File: src/rtl/rhb_pkg.sv
package rhb_pkg;

   // Meaning of the per-cycle phase select.
   typedef enum logic {
      PH_SUM  = 1'b0,
      PH_DIFF = 1'b1
   } rhb_phase_e;

endpackage

File: src/rtl/rhb_opnd_regs.sv
// Two-deep operand history: near_q holds the last accepted sample and
// far_q the one accepted before it. Both advance only on valid input.
module rhb_opnd_regs #(
   parameter int DW = 16
) (
   input  logic                 clk,
   input  logic                 rst_n,
   input  logic                 en,
   input  logic signed [DW-1:0] din,
   output logic signed [DW-1:0] near_q,
   output logic signed [DW-1:0] far_q
);

   always_ff @(posedge clk or negedge rst_n) begin
      if (!rst_n) begin
         near_q <= '0;
         far_q  <= '0;
      end else if (en) begin
         near_q <= din;
         far_q  <= near_q;
      end
   end

endmodule

File: src/rtl/rhb_addsub.sv
// The one shared adder. In the sum phase it adds near + din. In the
// difference phase it computes far - near. The operands are steered by
// the phase and the subtraction uses inversion plus carry-in.
module rhb_addsub
   import rhb_pkg::*;
#(
   parameter int DW    = 16,
   parameter int GUARD = 1
) (
   input  rhb_phase_e           phase,
   input  logic signed [DW-1:0] din,
   input  logic signed [DW-1:0] near_q,
   input  logic signed [DW-1:0] far_q,
   output logic        [DW+GUARD-1:0] res
);

   localparam int OW = DW + GUARD;

   logic              sub;
   logic signed [OW-1:0] lhs_x;
   logic signed [OW-1:0] rhs_x;
   logic        [OW-1:0] rhs_m;

   always_comb begin
      sub = (phase == PH_DIFF);
      if (sub) begin
         lhs_x = OW'(far_q);
         rhs_x = OW'(near_q);
      end else begin
         lhs_x = OW'(near_q);
         rhs_x = OW'(din);
      end
      rhs_m = rhs_x ^ {OW{sub}};
      res   = lhs_x + rhs_m + OW'(sub);
   end

endmodule

File: src/rtl/rhb_outsel.sv
// Output selection: arithmetic result or bypassed sample, zero when idle.
module rhb_outsel #(
   parameter int DW         = 16,
   parameter int GUARD      = 1,
   parameter bit HAS_BYPASS = 1'b1
) (
   input  logic                   vld_q,
   input  logic                   bypass,
   input  logic signed [DW-1:0]   near_q,
   input  logic [DW+GUARD-1:0]    arith,
   output logic [DW+GUARD-1:0]    dout
);

   localparam int OW = DW + GUARD;

   logic [OW-1:0] pick;

   generate
      if (HAS_BYPASS) begin : g_byp
         logic signed [OW-1:0] near_x;
         assign near_x = OW'(near_q);
         assign pick   = bypass ? near_x : arith;
      end else begin : g_nobyp
         logic unused_ok;
         assign unused_ok = bypass ^ (^near_q);
         assign pick      = arith;
      end
   endgenerate

   assign dout = vld_q ? pick : '0;

endmodule

File: src/rtl/real_halfbfly.sv
module real_halfbfly
   import rhb_pkg::*;
#(
   parameter int DW         = 16,
   parameter int GUARD      = 1,
   parameter bit HAS_BYPASS = 1'b1
) (
   input  logic                clk,
   input  logic                rst_n,
   input  logic                in_vld,
   input  logic [DW-1:0]       in_smp,
   input  logic                in_phase,
   input  logic                in_bypass,
   output logic                out_vld,
   output logic [DW+GUARD-1:0] out_smp
);

   localparam int OW = DW + GUARD;

   generate
      if (DW < 2) begin : g_bad_dw
         $error("real_halfbfly: DW must be at least 2");
      end
      if (GUARD < 1) begin : g_bad_guard
         $error("real_halfbfly: GUARD must be at least 1");
      end
   endgenerate

   logic signed [DW-1:0] din_s;
   logic signed [DW-1:0] near_q;
   logic signed [DW-1:0] far_q;
   logic [OW-1:0]        arith;
   logic                 vld_q;
   rhb_phase_e           phase;

   assign din_s = $signed(in_smp);
   assign phase = rhb_phase_e'(in_phase);

   always_ff @(posedge clk or negedge rst_n) begin
      if (!rst_n) vld_q <= 1'b0;
      else        vld_q <= in_vld;
   end

   rhb_opnd_regs #(.DW(DW)) u_regs (
      .clk    (clk),
      .rst_n  (rst_n),
      .en     (in_vld),
      .din    (din_s),
      .near_q (near_q),
      .far_q  (far_q)
   );

   rhb_addsub #(.DW(DW), .GUARD(GUARD)) u_alu (
      .phase  (phase),
      .din    (din_s),
      .near_q (near_q),
      .far_q  (far_q),
      .res    (arith)
   );

   rhb_outsel #(.DW(DW), .GUARD(GUARD), .HAS_BYPASS(HAS_BYPASS)) u_sel (
      .vld_q  (vld_q),
      .bypass (in_bypass),
      .near_q (near_q),
      .arith  (arith),
      .dout   (out_smp)
   );

   assign out_vld = vld_q;

endmodule

File: config.mk
export PLATFORM = sky130hd
export DESIGN_NAME = real_halfbfly
export DESIGN_NICKNAME = d
export VERILOG_FILES = /design/src/rtl/rhb_pkg.sv /design/src/rtl/rhb_opnd_regs.sv /design/src/rtl/rhb_addsub.sv /design/src/rtl/rhb_outsel.sv /design/src/rtl/real_halfbfly.sv
export SDC_FILE = /design/constraint.sdc
export NUM_CORES = 1
export LEC_CHECK = 0
export BUFFER_PORTS_ARGS = -buffer_cell sky130_fd_sc_hd__buf_4
export CORE_MARGIN = 8
export CORE_UTILIZATION = 50
export CTS_CLUSTER_DIAMETER = 120
export CTS_CLUSTER_SIZE = 25
export DETAILED_ROUTE_END_ITERATION = 10
export PLACE_DENSITY = 0.78
export SETUP_SLACK_MARGIN = 0.2
export SYNTH_ARGS = -nofsm -noshare
export SYNTH_HDL_FRONTEND = slang
export SYNTH_SLANG_ARGS = --single-unit
File: constraint.sdc
create_clock -name clk -period 8.2 [get_ports clk]
set_input_delay 1.64 -clock clk [delete_from_list [all_inputs] [get_ports clk]]
set_output_delay 1.64 -clock clk [all_outputs]
set_load 0.01 [all_outputs]
==> results by group <==
Clock network
  – CTS Buffer Depth: 2
  – Post-CTS Resized: 0
  – Clock Sinks: 33
  – Clk pin slew, worst setup/hold paths: 0.07 ns
  – Hold-fix buffers, CTS: 0
  – Htree depth: 2
  – CTS Buf Count: 5
  – Clock Latency Late Sink: 0.29 ns
  – Root buf cell: clkbuf_8
  – CTS tree: built
  – Post-CTS Setup Inserts: 0

Timing
  – Final slew viol count: 0
  – Tmin final: 5.88 ns
  – Post-Route Skew: 0.00196 ns
  – TNS Setup: 0 ns
  – Slew @ Worst Pin: 0.491 ns
  – Worst slew margin: 67.2%
  – PnR worst setup slack: 2.32 ns
  – Fin crit share: 71.7%
  – Final Hold Vio Count: 0
  – Fmax: 0.170 GHz
  – Hold_ws: 0.507 ns
  – Unrepaired setup endpoints after global routing: no
  – Setup Viol. Count Final: 0

Floorplanning
  – Die area: 7860 µm²
  – DIE WIDTH: 88.7 µm
  – Initial Utilization: 51.7%
  – I/O pins: 39
  – FP Rows: 26
  – Die Y: 88.7 µm
  – Core area: 5110 µm²

Place
  – DP Cell Count: 381
  – Routability cong.: 0.897
  – Area after DPL: 2960 µm²
  – IO Port Bufs: 38
  – Pre-CTS WS: 2.34 ns
  – Final HPWL DP: 4.62 mm

Finish
  – Layout Cells excl Fill: 389
  – Design area: 3080 µm²
  – Multi-input gate area: 1750 µm²
  – Area grow syn2layout: 16.5%
  – Share of post-route cells with drive strength above 1: 30.4%
  – Fillers: 460
  – Nets: 355
  – Antenna fix cells: 0
  – Sequential cell area: 826 µm²

Status
  – Status: finished, final reports clean

Logic synthesis
  – Syn Inst Count: 286
  – Synth cell types: 50
  – Syn avg cell area: 9.24 µm²
  – Ys async rst share: 100%
  – Number of synthesized flops with an enable pin: 0
  – Ys Warns: 0
  – Syn_nets: 323
  – FF+latch count, synth: 33
  – Post-Syn Area: 2640 µm²
  – Sequential-to-total area share from yosys stat: 31.3%
  – Ys flop type: dfrtp_1

Critical path
  – CP Class: input pin to primary output
  – Reg2Reg Setup Slack: 7.38 ns
  – Most used cell, CP: buf_4
  – Data arrival, critical path: 4.24 ns
  – Worst EP required: 6.56 ns
  – Worst Setup End Kind: primary output
  – Crit-path cells: buf_4, mux2_2, ha_1, nand2_1, o22ai_1, o21ai_0, nor3b_1, a221o_1, buf_4
  – Slowest library cell on the worst path: o22ai_1
  – CP Max Fanout: 47
  – Top Family by Delay on Critical Path: compound AO/OA/AOI/OAI gates
  – Critical Path Start Type: input pin
  – CP Buf/Inv Count: 2
  – CP peak stage delay: 0.43 ns

Power
  – PD cells: 203 nW/µm²
  – Worst VDD drop: 0.103 mV
  – Pleak: 1.33 nW

Route
  – DR vias/cell: 5.82
  – Drt pass-1 iters: 4
  – Total Wirelength: 6.30 mm
  – # DRC: 0
  – Routed Antenna Nets: 0
  – Number of DRC markers in iteration 0: 230
  – Via count: 2265
  – DR WL/cell: 16.2 µm

Global routing
  – Overall Global Routing Usage: 16.9%
  – Vias in the first global route: 2219
  – Initial antenna violation count: 0
  – Largest net degree at the start of global routing: 48
  – First-pass GRT wire length: 10.6 mm
  – Total grt overflow: 0

Worst hold path
  – Worst hold path class: flip-flop to flip-flop

Flow run
  – Max-cap violations: 0
kinds of logic after synthesis:
group	Yosys count	share of synthesized area, %
muxes	51	21.6
adders and majority gates	16	7.86
and+or+nand+nor	82	14.9
AOI/OAI and AO/OA	80	19.5
DFF	33	31.3
xor gates and xnor gates	7	2.32
buffers and inverters	17	2.56
synthesized netlist by cell type, types with 4 or more instances:
| cell type | number | area, µm² |
|---|---|---|
| nor3_1 | 4 | 20.0 |
| nand4_1 | 4 | 25.0 |
| nor2_1 | 24 | 90.1 |
| ha_1 | 15 | 188 |
| nor2b_1 | 4 | 25.0 |
| nand2_1 | 29 | 109 |
| mux2_2 | 48 | 541 |
| o211ai_1 | 7 | 52.6 |
| dfrtp_1 | 33 | 826 |
| inv_1 | 4 | 15.0 |
| o21ai_0 | 13 | 65.1 |
| xnor2_1 | 4 | 35.0 |
| clkbuf_1 | 9 | 33.8 |
| a21oi_1 | 30 | 150 |
routing by layer:
layer	routed length, µm	up-vias	share of wire [%]	global-route usage, %
li1	-	1120	-	-
met1	3000	1078	48	22.2
met2	2910	59	46	27.5
met3	307	8	4.9	2.41
met4	85	0	1.3	5.84
met5	0	-	0	0
power breakdown:
part,total (mW),switching [mW],internal [mW]
clock network,0.162,0.0626,0.0991
logic,0.264,0.142,0.122
registers,0.199,0.0161,0.183
sequential cells by signal (all words and copies together) (netlist names):
register	cells
u_regs.far_q	16
out_vld	1
u_regs.near_q	16
through the flow:
| stage | utilization [%] | power (mW) |
|---|---|---|
| 5_1_grt | 60.3 | 0.667 |
| 3_3_place_gp | 58.0 | 0.459 |
| 2_1_floorplan | - | 0.387 |
| 3_5_place_dp | 58.0 | 0.464 |
| 4_1_cts | 60.3 | 0.627 |
| 6_report | 60.3 | 0.624 |
cell type report:
class / instances / share of cell area [%]
Multi-Input combinational cell: 236 / 56.8
Sequential cell: 33 / 26.8
Timing Repair Buffer: 38 / 9.27
Tap cell: 70 / 2.85
Clock buffer: 7 / 2.80
Clock inverter: 1 / 0.976
Inverter: 4 / 0.488
layout by cell type (no fill, tap or decap), drive strengths merged, types with 2 or more instances in the layout:
cell	instances
or3	2
nor4	2
xor2	3
o31ai	3
o211a	2
dfrtp	33
mux2	48
nand2b	2
o31a	2
and2	3
inv	4
a21boi	2
nand4	4
nor3b	2
o211ai	7
o21ai	16
nor2b	4
xnor2	4
a21oi	31
clkbuf	7
a21o	3
buf	38
nor3	4
ha	15
o22ai	2
mux2i	3
nand2	29
nor2	24
nand3	3
worst paths after layout:
check                                        startpoint                           end  cells past startpoint
hold reg to reg            u_regs.far_q[10]$_DFFE_PN0P_  u_regs.far_q[10]$_DFFE_PN0P_                      1
setup reg to reg           u_regs.near_q[3]$_DFFE_PN0P_   u_regs.far_q[3]$_DFFE_PN0P_                      1
setup / recovery                               in_phase                    out_smp[9]                      9
min in group asynchronous                         rst_n  u_regs.near_q[6]$_DFFE_PN0P_                      1
hold / removal             u_regs.far_q[10]$_DFFE_PN0P_  u_regs.far_q[10]$_DFFE_PN0P_                      1
max in group asynchronous                         rst_n  u_regs.near_q[0]$_DFFE_PN0P_                      1
Note: power is estimated with default switching activity, not from simulation.
